File: src/rtl/tid_pkg.sv
// Shared constants for the timer interrupt dispatcher: configuration
// word layout and widths. Assumes a 16-bit config word per channel.
package tid_pkg;
    localparam int CFG_W      = 16;
    localparam int CFG_LEVEL  = 1;
    localparam int CFG_EN     = 2;
    localparam int CFG_RT_LO  = 9;
    localparam int RT_W       = 5;
    localparam int CFG_MSG_EN = 14;
    localparam int ROUTE_W    = 64;
    localparam int MSG_W      = 32;
endpackage

File: src/rtl/tid_chan_ctrl.sv
// Per-channel interrupt control: decides what a fire or clear does for
// one channel, holds its status bit and edge pulse, and raises a message
// request. Assumes clear-type conditions take priority over fire.
module tid_chan_ctrl
    import tid_pkg::*;
(
    input  logic             clk,
    input  logic             rst_n,
    input  logic             glb_en,
    input  logic [CFG_W-1:0] cfg,
    input  logic             fire,
    input  logic             clr,
    input  logic             w1c,
    output logic             sts_o,
    output logic             level_on_o,
    output logic             pulse_o,
    output logic             msg_req_o
);
    logic sts_q;
    logic pulse_q;
    logic msg_en_q;
    logic ch_on;
    logic msg_on;
    logic msg_rise;
    logic sts_kill;
    logic take;

    // Decode the channel's mode and the clear / accept conditions.
    always_comb begin
        ch_on    = cfg[CFG_EN] & glb_en;
        msg_on   = cfg[CFG_MSG_EN];
        msg_rise = msg_on & ~msg_en_q;
        sts_kill = clr | w1c | ~ch_on | msg_rise;
        take     = fire & ch_on & ~clr;
    end

    // Status bit, edge pulse and message-enable history.
    always_ff @(posedge clk) begin
        if (!rst_n) begin
            sts_q    <= 1'b0;
            pulse_q  <= 1'b0;
            msg_en_q <= 1'b0;
        end else begin
            msg_en_q <= msg_on;
            pulse_q  <= take & ~msg_on & ~cfg[CFG_LEVEL];
            if (sts_kill) begin
                sts_q <= 1'b0;
            end else if (take & ~msg_on & cfg[CFG_LEVEL]) begin
                sts_q <= 1'b1;
            end
        end
    end

    assign sts_o      = sts_q;
    assign level_on_o = sts_q & cfg[CFG_LEVEL] & ~msg_on;
    assign pulse_o    = pulse_q;
    assign msg_req_o  = take & msg_on;

    // any clear-type condition leaves the status bit low next cycle.
    p_clear_r2: assert property (@(posedge clk) disable iff (!rst_n)
        (clr || !cfg[CFG_EN] || !glb_en) |=> !sts_o);

    // software clear strobe drops the status bit.
    p_w1c_r9: assert property (@(posedge clk) disable iff (!rst_n)
        w1c |=> !sts_o);

    // a rising message enable clears the channel.
    p_rise_r10: assert property (@(posedge clk) disable iff (!rst_n)
        msg_rise |=> !sts_o);

    // a fire in message mode never sets the status bit.
    p_msg_nosts_r5: assert property (@(posedge clk) disable iff (!rst_n)
        (fire && msg_on && !sts_o) |=> !sts_o);
endmodule

File: src/rtl/tid_line_map.sv
// Maps per-channel level assertions and edge pulses onto the output
// lines using each channel's 5-bit route index. Channels sharing a line
// are ORed. Assumes NUM_LINES <= 2**RT_W; higher indices drive nothing.
module tid_line_map
    import tid_pkg::*;
#(
    parameter int NUM_CH    = 3,
    parameter int NUM_LINES = 32
) (
    input  logic [NUM_CH-1:0]      level_on,
    input  logic [NUM_CH-1:0]      pulse,
    input  logic [NUM_CH*RT_W-1:0] route_idx,
    output logic [NUM_LINES-1:0]   lines
);
    // OR every active channel into the line its route index selects.
    always_comb begin
        lines = '0;
        for (int c = 0; c < NUM_CH; c++) begin
            for (int l = 0; l < NUM_LINES; l++) begin
                if ((level_on[c] || pulse[c]) &&
                    (route_idx[c*RT_W +: RT_W] == RT_W'(l))) begin
                    lines[l] = 1'b1;
                end
            end
        end
    end
endmodule

File: src/rtl/tid_msg_arb.sv
// Message sender: keeps one waiting flag per channel, grants the lowest
// waiting channel whenever the output register is free, and presents
// route[63:32] as address and route[31:0] as data on a valid/ready port.
module tid_msg_arb
    import tid_pkg::*;
#(
    parameter int NUM_CH = 3
) (
    input  logic                      clk,
    input  logic                      rst_n,
    input  logic [NUM_CH-1:0]         req,
    input  logic [NUM_CH*ROUTE_W-1:0] route,
    input  logic                      ready,
    output logic                      valid,
    output logic [MSG_W-1:0]          addr,
    output logic [MSG_W-1:0]          data
);
    logic [NUM_CH-1:0]  pend_q;
    logic [NUM_CH-1:0]  grant;
    logic [ROUTE_W-1:0] sel_route;
    logic               valid_q;
    logic [MSG_W-1:0]   addr_q;
    logic [MSG_W-1:0]   data_q;
    logic               free;

    // Pick the lowest waiting channel when the output slot is free.
    always_comb begin
        free      = ~valid_q | ready;
        grant     = '0;
        sel_route = '0;
        for (int i = 0; i < NUM_CH; i++) begin
            if (free && pend_q[i] && (grant == '0)) begin
                grant[i]  = 1'b1;
                sel_route = route[i*ROUTE_W +: ROUTE_W];
            end
        end
    end

    // Waiting flags and the output message register.
    always_ff @(posedge clk) begin
        if (!rst_n) begin
            pend_q  <= '0;
            valid_q <= 1'b0;
            addr_q  <= '0;
            data_q  <= '0;
        end else begin
            pend_q <= (pend_q & ~grant) | req;
            if (free) begin
                valid_q <= |grant;
                if (|grant) begin
                    addr_q <= sel_route[ROUTE_W-1:MSG_W];
                    data_q <= sel_route[MSG_W-1:0];
                end
            end
        end
    end

    assign valid = valid_q;
    assign addr  = addr_q;
    assign data  = data_q;

    // a stalled request keeps its contents.
    p_hold_r7: assert property (@(posedge clk) disable iff (!rst_n)
        (valid && !ready) |=> (valid && $stable(addr) && $stable(data)));

    // at most one channel is granted per cycle.
    p_onehot_r8: assert property (@(posedge clk) disable iff (!rst_n)
        $onehot0(grant));
endmodule

File: src/rtl/timer_irq_dispatch.sv
// Top of the timer interrupt dispatcher. Instantiates one control slice
// per channel, the line map and the message sender. Assumes config and
// route inputs come from a register file and are stable around fires.
module timer_irq_dispatch
    import tid_pkg::*;
#(
    parameter int NUM_CH    = 3,
    parameter int NUM_LINES = 32
) (
    input  logic                      clk,
    input  logic                      rst_n,
    input  logic                      glb_en,
    input  logic [NUM_CH*CFG_W-1:0]   ch_cfg,
    input  logic [NUM_CH*ROUTE_W-1:0] ch_route,
    input  logic [NUM_CH-1:0]         fire,
    input  logic [NUM_CH-1:0]         clr,
    input  logic [NUM_CH-1:0]         sts_w1c,
    output logic [NUM_CH-1:0]         irq_status,
    output logic [NUM_LINES-1:0]      irq_lines,
    output logic                      msg_valid,
    input  logic                      msg_ready,
    output logic [MSG_W-1:0]          msg_addr,
    output logic [MSG_W-1:0]          msg_data
);
    logic [NUM_CH-1:0]      level_on;
    logic [NUM_CH-1:0]      pulse;
    logic [NUM_CH-1:0]      msg_req;
    logic [NUM_CH*RT_W-1:0] route_idx;

    // One control slice per channel.
    for (genvar c = 0; c < NUM_CH; c++) begin : g_ch
        tid_chan_ctrl u_ch (
            .clk        (clk),
            .rst_n      (rst_n),
            .glb_en     (glb_en),
            .cfg        (ch_cfg[c*CFG_W +: CFG_W]),
            .fire       (fire[c]),
            .clr        (clr[c]),
            .w1c        (sts_w1c[c]),
            .sts_o      (irq_status[c]),
            .level_on_o (level_on[c]),
            .pulse_o    (pulse[c]),
            .msg_req_o  (msg_req[c])
        );
        assign route_idx[c*RT_W +: RT_W] = ch_cfg[c*CFG_W + CFG_RT_LO +: RT_W];
    end

    tid_line_map #(
        .NUM_CH    (NUM_CH),
        .NUM_LINES (NUM_LINES)
    ) u_map (
        .level_on  (level_on),
        .pulse     (pulse),
        .route_idx (route_idx),
        .lines     (irq_lines)
    );

    tid_msg_arb #(
        .NUM_CH (NUM_CH)
    ) u_arb (
        .clk   (clk),
        .rst_n (rst_n),
        .req   (msg_req),
        .route (ch_route),
        .ready (msg_ready),
        .valid (msg_valid),
        .addr  (msg_addr),
        .data  (msg_data)
    );

    // nothing is signalled in the cycle after reset.
    p_reset_r1: assert property (@(posedge clk)
        !rst_n |=> (irq_status == '0 && !msg_valid));
endmodule

File: config.mk
export PLATFORM = sky130hd
export DESIGN_NAME = timer_irq_dispatch
export DESIGN_NICKNAME = d
export VERILOG_FILES = /design/src/rtl/tid_pkg.sv /design/src/rtl/tid_chan_ctrl.sv /design/src/rtl/tid_line_map.sv /design/src/rtl/tid_msg_arb.sv /design/src/rtl/timer_irq_dispatch.sv
export SDC_FILE = /design/constraint.sdc
export NUM_CORES = 1
export LEC_CHECK = 0
export ABC_AREA = 0
export ABC_CLOCK_PERIOD_IN_PS = 3050
export BUFFER_PORTS_ARGS = -buffer_cell sky130_fd_sc_hd__clkbuf_2
export CORE_AREA = 8 8 129 131
export DETAILED_ROUTE_END_ITERATION = 6
export DIE_AREA = 0 0 137 139
export PLACE_DENSITY_LB_ADDON = 0.3
export REMOVE_ABC_BUFFERS = 1
export SLEW_MARGIN = 20
export SYNTH_ARGS = -nofsm -noshare
export SYNTH_HDL_FRONTEND = slang
export SYNTH_HIERARCHICAL = 1
export SYNTH_SLANG_ARGS = --single-unit
File: constraint.sdc
create_clock -name clk -period 3.05 [get_ports clk]
set_clock_uncertainty 0.1 [all_clocks]
set_input_delay 0.61 -clock clk [delete_from_list [all_inputs] [get_ports clk]]
set_output_delay 0.61 -clock clk [all_outputs]
set_load 0.01 [all_outputs]
After elaboration in Yosys (flattened, before gate mapping)
Index checks and enable logic that the tools add are counted.

storage, ports and cells
  latch bits = 0
  bits in read-only memories = 0
  memories = 0
  input bits = 253
  word-level logic and storage cells = 382
  memory bits (writable) = 0
  flip-flop bits (word level) = 77

operators by class
  shift-type cells = 0
  $add $sub $neg = 0
  multiply operators = 0
  reduce and logical (&&, ||, !) cells = 113
  magnitude comparators = 0
  multiplexer cells = 102
  eq/ne operators = 93
  divide/modulo/power cells = 0
  bitwise operators = 61

operator list
  operator                                       count
  == test 5 bit, second input constant           48
  2-to-1 mux 64 bit                              3
  == test 5 x 4 -> 1 bit, second input constant  24
  logical AND 1 bit                              101
  2-to-1 mux 1 bit                               99
  == test 5 x 3 -> 1 bit, second input constant  12
  bitwise AND 1 bit                              30
  == test 5 x 2 -> 1 bit, second input constant  6
  inverter 1 bit                                 18
  == test 5 x 1 -> 1 bit, second input constant  3
  logical NOT 5 bit                              3
  bitwise OR 1 bit                               10
  OR reduction 2 bit                             3
  bitwise AND 3 bit                              1
  logical OR 1 bit                               3
  inverter 3 bit                                 1
  bitwise OR 3 bit                               1
  OR reduction 3 bit                             1
  logical NOT 2 bit                              1
  AND reduction 2 bit                            1

Depth between registers and ports, before layout
Gate-level depths: netlist (run 1).

  depth after elaboration = 13
  gate-level depth with buffers = 7
  gate-level depth less buffers = 5

Modules after synthesis
The synthesis (run 1) kept the hierarchy.

modules (own cells, without submodules)
  module         area each (µm²)  cells each  instances
  tid_msg_arb    3468.3           445         1
  tid_line_map   897.1            131         1
  tid_chan_ctrl  150.1            14          3

Worst setup path after synthesis (run 1)
OpenSTA, ideal clock, no wires.

  path kind = input port to output port
  start point = input ch_cfg[30]
  end point = output irq_lines[23]
  stages on the path = 6
  buffers on the path = 1
  required time = 2.340 ns
  setup slack = 0.861 ns
  arrival = 1.479 ns
  cells stage by stage = inv_1 -> and3_1 -> o21a_1 -> buf_2 -> nand2_1 -> o221ai_1

on the way
  longest elaborated chain between the ends = 6

ends and longest elaborated chain
  element                        RTL line                  source
  start, declared                timer_irq_dispatch.sv:13  input logic [NUM_CH*CFG_W-1:0] ch_cfg,
  inverter 1 bit                 tid_chan_ctrl.sv:55       assign level_on_o = sts_q & cfg[CFG_LEVEL] & ~msg_on;
  bitwise AND 1 bit              tid_chan_ctrl.sv:55
  via level_on[1]                timer_irq_dispatch.sv:25  logic [NUM_CH-1:0] level_on;
  logical OR 1 bit               tid_line_map.sv:20        if ((level_on[c] || pulse[c]) &&
  logical AND 1 bit              tid_line_map.sv:20
  2-to-1 mux 1 bit (2 in a row)  tid_line_map.sv:20
  end, declared                  timer_irq_dispatch.sv:19  output logic [NUM_LINES-1:0] irq_lines,

The timed path passes the listed nets, and every way through them passes these cells.

Final worst setup path (run 1)
  start point = input ch_cfg[14]
  end point = output irq_lines[21]

on the way
  longest elaborated chain between the ends = 7

ends and longest elaborated chain
  element                        RTL line
  inverter 1 bit                 tid_chan_ctrl.sv:55
  bitwise AND 1 bit              tid_chan_ctrl.sv:55
  via level_on[0]                timer_irq_dispatch.sv:25
  logical OR 1 bit               tid_line_map.sv:20
  logical AND 1 bit              tid_line_map.sv:20
  2-to-1 mux 1 bit (3 in a row)  tid_line_map.sv:20

The timed path passes the listed nets, and every way through them passes these cells.

==> impl_metrics.toml, run 1 <==
[sta]
fmax_mhz = 374
setup_violations = 0
max_slew_margin_pct = 58.8
tightest_slew_ns = 0.618
finalMaxSlewViolations = 0
finalHoldViolCount = 0
fin_crit_ns = 2.67
rsz0062_at_grt = "false"
fin_crit_sh_pct = 87.7

[pwr]
vdd_drop_max_uv = 215
p_leak_uw = 0.00298
power_density_nw_per_um2 = 371

[synth]
ys_seq_area_share_pct = 32.0
synth_edf_count = 0
synthArstFlopShare_pct = 0
syn_inst = 618
avgSynthCellArea_um2 = 7.79
synth-seq-cells = 77
ys.flop_type = "dfxtp_1"
synth_cell_type_count = 51
ys_warn_count = 6
synth_area_um2 = 4820

[drt]
vias = 5881
drc = 0
wl_mm = 21.1
first_pass_iters = 4
via_per_inst = 5.29
ant_nets = 0
wl_per_cell_um = 19.0
drt_iter0_drc = 360

[setup_path]
critical_path_class = "primary input to output pin"
cp_common_cell = "clkbuf_2"
critPathTopFamily = "compound AO/OA/AOI/OAI gates"
cp_slowest_cell = "o21a_1"
crit_fanout = 16
end_kind = "output pin"
cp.buffers_inverters = 3
crit_chain = "clkbuf_2 > inv_1 > and3_1 > o21a_1 > nand2_1 > o221ai_1 > clkbuf_2"
reg2reg_slack_ns = 1.02
critPathMaxStageDelay_ns = 0.45
r2r_cells = 6
critical_path_arrival_ns = 1.96
cp.required_ns = 2.34
regToRegEndpoint = "u_arb/data[30]"
start_kind = "primary input"
r2r-start = "u_arb/pend_q[0]"

[clock_tree]
cts_buffer_depth = 2
cts_setup_buffers = 0
cts_buffers = 9
htreeDepth = 3
cts_resized = 0
cts_hold_buf = 0
clock-sinks = 77
cts-root-buf = "clkbuf_16"
path_clk_slew_ns = 0.07
tritoncts = "built"
clk_latency_ns = 0.33

[hold_path]
min_from = "sts_w1c[2]"
whs_path_depth = 2
hp-class = "primary input to register"
worstHoldEndpoint = "g_ch[2].u_ch/sts_o"

[outcome]
status = "complete, no violations"

[die]
start_util_pct = 32.6
io_pins = 353
die_width_um = 137
core-area_um2 = 14800
die_y_um = 139
std_cell_rows = 45
design.die.area_um2 = 19000

[final_layout]
fin_cells = 1112
final_nets = 1173
syn_to_final_growth_pct = 41.9
num-fill-cells = 1549
layout-drive-gt1-share_pct = 43.0
diodes = 0
design_area_um2 = 6840

[placed_design]
dp_hpwl_mm = 16.5
placed_area_um2 = 6540
gp_congestion = 0.994
dp.cells = 1097
portBuffers = 328

[global_routing]
global_route.overflow_total = 0
grt_pass1_vias = 5862
grt_pass1_wl_mm = 31.9
grt_max_degree = 65
grt_antenna_before_repair = 0
grtUsageTotal_pct = 21.2

[flow_run]
cap_violations = 0
==> cells in the mapped netlist (4+ instances only) <==
master	n	area [µm²]
nand4_1	7	43.8
a21oi_1	65	325
o2bb2ai_1	51	447
nor2b_1	5	31.3
nor3_1	4	20.0
dfxtp_1	77	1540
nor2_1	9	33.8
o2bb2ai_2	12	180
o21a_1	6	45.0
nand2_1	151	567
buf_6	10	113
o21ai_0	61	305
and2_1	4	25.0
clkbuf_1	24	90.1
o221ai_1	30	263
buf_2	12	60.1
nand2b_1	8	50.1
inv_1	4	15.0
nand3_1	26	130
==> per-stage QoR <==
step / setup slack [ns] / power (µW) / setup TNS, ns / hold slack [ns] / utilization [%]
detailed placement: 0.411 / 1460 / 0 / 0.395 / 44.3
global route: 0.242 / 2640 / 0 / 0.332 / 46.3
CTS: 0.405 / 2560 / 0 / 0.334 / 46.3
floorplan: -1.90 / 1200 / -121.29 / 0.378 / -
finish: 0.376 / 2530 / 0 / 0.344 / 46.3
global placement: 0.430 / 1460 / 0 / 0.386 / 44.3
==> cell usage in the layout, fill, tap and decap left out, types with 5 or more instances in the layout <==
cell type / count
nor2b_1: 5
nand4_1: 7
nor2_1: 9
o21a_1: 6
o2bb2ai_1: 51
clkbuf_16: 9
nand2b_1: 8
a21oi_1: 65
dfxtp_1: 76
buf_4: 9
o21ai_0: 61
clkbuf_2: 328
nand3_1: 26
o221ai_1: 30
o2bb2ai_2: 12
nand2_1: 151
==> worst max-delay path by stage <==
stage / endpoint / depth (start not counted) / from / slack, ns
floorplan: u_arb/addr[0] / 3 / u_arb/pend_q[0] / -1.90
global placement: irq_lines[13] / 7 / ch_cfg[46] / 0.43
detailed placement: irq_lines[21] / 7 / ch_cfg[14] / 0.41
CTS: irq_lines[13] / 7 / ch_cfg[46] / 0.41
global route: irq_lines[7] / 7 / ch_cfg[14] / 0.24
finish: irq_lines[21] / 7 / ch_cfg[14] / 0.38
==> final cells by class <==
class	instances	area, µm²	area share, %
clock buffers	10	239	3.50
clock inverters	5	60.1	0.879
inverters	4	15.0	0.220
multi-input cells	489	2990	43.8
flip-flops and latches	77	1540	22.6
well taps	188	235	3.44
repair buffers	339	1750	25.6
==> state kept, by name, indices dropped and copies added, names as in the netlist <==
name	flops
u_arb/valid	1
u_arb/addr	32
u_arb/pend_q	3
g_ch.u_ch/sts_o	3
g_ch.u_ch/pulse_o	3
g_ch.u_ch/msg_en_q	3
u_arb/data	32
==> power by group <==
part	switching [µW]	leakage, µW	total, µW	internal (µW)
sequential	15.9	0.000625	1050	1040
clock	440	0.000145	1090	655
combinational	200	0.00221	384	184
==> worst reg2reg max path: stages, from the launching register on <==
cell	delay, ns
dfxtp_2	0.60
buf_4	0.39
nor2_1	0.12
nor2_4	0.13
buf_12	0.26
o2bb2ai_1	0.22
a21oi_1	0.10
==> cell families after synthesis <==
group / count (synthesis) / share of synthesized area, %
buffers and inverters: 52 / 6.03
flip-flops: 77 / 32.0
multiplexers: 1 / 0.208
AND/OR/NAND/NOR: 249 / 26.6
AO/OA/AOI/OAI: 239 / 35.2
==> metal layers <==
| metal | global-route usage, % | wire, µm | up-vias | share of wire, % |
|---|---|---|---|---|
| li1 | - | - | 2879 | - |
| met1 | 23.3 | 7790 | 2696 | 37 |
| met2 | 36.6 | 10600 | 273 | 50 |
| met3 | 7.03 | 2190 | 33 | 10 |
| met4 | 8.18 | 476 | 0 | 2.3 |
| met5 | 0 | 0 | - | 0 |
(Power assumes the default switching activity.)
==> run 2: changes to the inputs <==
- BUFFER_PORTS_ARGS: -buffer_cell sky130_fd_sc_hd__clkbuf_2 -> not set
- CORE_AREA: 8 8 129 131 -> 8 8 130 132
- DIE_AREA: 0 0 137 139 -> 0 0 138 140
- DONT_BUFFER_PORTS: not set -> 1
- SYNTH_HIERARCHICAL: 1 -> not set
==> run 2 against run 1 <==
Cell count is 35% lower. Global-route usage is 3.2 points lower. Flip-flop and latch count stayed put. Highest routed layer unchanged. Non-clock buffer count is 328 lower. Count of clock-buffer cells in the layout is 1 lower. Via count is 22% lower. Total power is 4.4% lower. Synthesized cell count is 9.2% lower. Maximum frequency is 2.0% lower. Utilization is 14 points lower.
==> impl_metrics.toml, run 2 <==
[placed_design]
dp_hpwl_mm = 15.0
placed_area_um2 = 4480
gp_congestion = 0.901
portBuffers = 0

[sta]
max_slew_margin_pct = 50.5
setup_violations = 0
fin_crit_ns = 2.73
finalHoldViolCount = 0
fmax_mhz = 366
rsz0062_at_grt = "false"
final.setup.tns_ns = 0
finalMaxSlewViolations = 0
fin_crit_sh_pct = 89.5
tightest_slew_ns = 0.743

[global_routing]
grt_max_degree = 75
grtUsageTotal_pct = 18.0
global_route.overflow_total = 0
grt_pass1_wl_mm = 27.8
grt_pass1_vias = 4529
grt_antenna_before_repair = 0

[setup_path]
start_kind = "register"
critical_path_class = "register to output pin"
end_kind = "output pin"
r2r_cells = 6
regToRegEndpoint = "u_arb.addr[11]"
cp-endpoint = "irq_lines[29]"
r2r-start = "u_arb.pend_q[1]"
crit_fanout = 16
reg2reg_slack_ns = 1.25
cp.required_ns = 2.34
critical_path_arrival_ns = 2.02
crit_path_start = "g_ch[0].u_ch.sts_o"

[synth]
synth_top_cell_area_share_pct = 35.1
yosysMostFrequentCell = "dfxtp_1"
syn_inst = 561
avgSynthCellArea_um2 = 7.83
synthTopCellsByArea = "dfxtp_1 (35%), o221ai_1 (14%), o22ai_1 (7.1%)"
ys_warn_count = 0
synthArstFlopShare_pct = 0
synth_edf_count = 0
yosys-top-cells-count = "dfxtp_1 (77), o221ai_1 (68), nor2_1 (66)"
ys_seq_area_share_pct = 35.1
synth_area_um2 = 4390
synth_cell_type_count = 52
yosysTopAreaCell = "dfxtp_1"
synth-seq-cells = 77
ys.flop_type = "dfxtp_1"

[die]
core-area_um2 = 14900
die_width_um = 138
die_y_um = 140
std_cell_rows = 45
start_util_pct = 29.6
design.die.area_um2 = 19300
io_pins = 353

[drt]
drt_iter0_drc = 277
vias = 4558
ant_nets = 0
via_per_inst = 6.29
wl_mm = 18.8
wl_per_cell_um = 26.0
first_pass_iters = 5
drc = 0

[clock_tree]
clk_latency_ns = 0.34
cts_resized = 0
cts_hold_buf = 0
htreeDepth = 3
cts_buffers = 9
clock-sinks = 77
tritoncts = "built"
path_clk_slew_ns = 0.07
cts_setup_buffers = 0
cts-root-buf = "clkbuf_16"
cts_buffer_depth = 2

[final_layout]
num-fill-cells = 1618
final_nets = 785
layout-drive-gt1-share_pct = 8.75
layout_commonest_cell = "dfxtp_1"
design_area_um2 = 4810
final_cell_mix = "dfxtp_1 (77), o221ai_1 (68), nor2_1 (66)"
syn_to_final_growth_pct = 9.37
diodes = 0

[pwr]
power_density_nw_per_um2 = 504
p_total_uw = 2420
p_leak_uw = 0.00158
vdd_drop_max_uv = 233

[outcome]
status = "complete, no violations"

[hold_path]
hp-class = "primary input to register"
min_from = "ch_cfg[30]"

[flow_run]
cap_violations = 0
run 2: changes by cell type in the layout (fill, tap and decap cells not counted), sizes merged, moves of 42 or more:
cell	delta
o2bb2ai	-63
o221ai	+42
nand2	-100
clkbuf	-329
o21ai	-47
nor2	+55
o22ai	+49
run 2: layer usage:
| layer | global-route usage [%] | part of all wire, % |
|---|---|---|
| met5 | 0 | 0 |
| met4 | 6.92 | 2.5 |
| met3 | 6.86 | 11 |
| met2 | 31.2 | 50 |
| met1 | 19.6 | 37 |
run 2: layout make-up:
cell class                 instances  area (µm²)  area share [%]
tap                              188         235            4.89
clock inverter                     7        91.3            1.90
sequential                        77        1540            32.1
multi-input combinational        410        2530            52.7
timing repair buffer              11        95.1            1.98
clock buffer                       9         225            4.69
inverter                          23        86.3            1.80
run 2: kinds of logic after synthesis:
kind of cell	share of synthesized area (%)
AO/OA/AOI/OAI	36.9
AND/OR/NAND/NOR	20.4
flip-flops	35.1
buffers and inverters	7.60
run 2: through the flow:
| stage | std cells | hold slack, ns | utilization, % | setup WS [ns] |
|---|---|---|---|---|
| 6_report | 725 | 0.239 | 32.3 | 0.321 |
| 5_1_grt | 725 | 0.216 | 32.3 | 0.232 |
| 4_1_cts | 725 | 0.216 | 32.3 | 0.317 |
| 3_5_place_dp | 709 | 0.350 | 30.2 | 0.447 |
| 3_3_place_gp | 709 | 0.337 | 30.2 | 0.463 |
| 2_1_floorplan | 510 | 0.329 | - | 0.653 |
run 2: worst max-delay path, cell delays in order, from the launching register on:
cell,delay (ns)
dfxtp_1,0.41
nand3b_1,0.12
and2_1,0.17
nand2b_1,0.45
o221ai_1,0.52
run 2: worst min path at each step:
stage	endpoint	slack (ns)	cells past startpoint
global route	g_ch[1].u_ch.pulse_o	0.22	1
detailed placement	g_ch[1].u_ch.sts_o	0.35	2
global placement	g_ch[1].u_ch.sts_o	0.34	2
floorplan	g_ch[0].u_ch.sts_o	0.33	2
finish	g_ch[1].u_ch.pulse_o	0.24	1
CTS	g_ch[1].u_ch.pulse_o	0.22	1
run 2: power breakdown:
part / internal (µW) / total [µW] / leakage [µW] / switching [µW]
registers: 1050 / 1110 / 0.000626 / 61.6
clock network: 653 / 1120 / 0.000151 / 464
logic: 88.2 / 191 / 0.000803 / 103
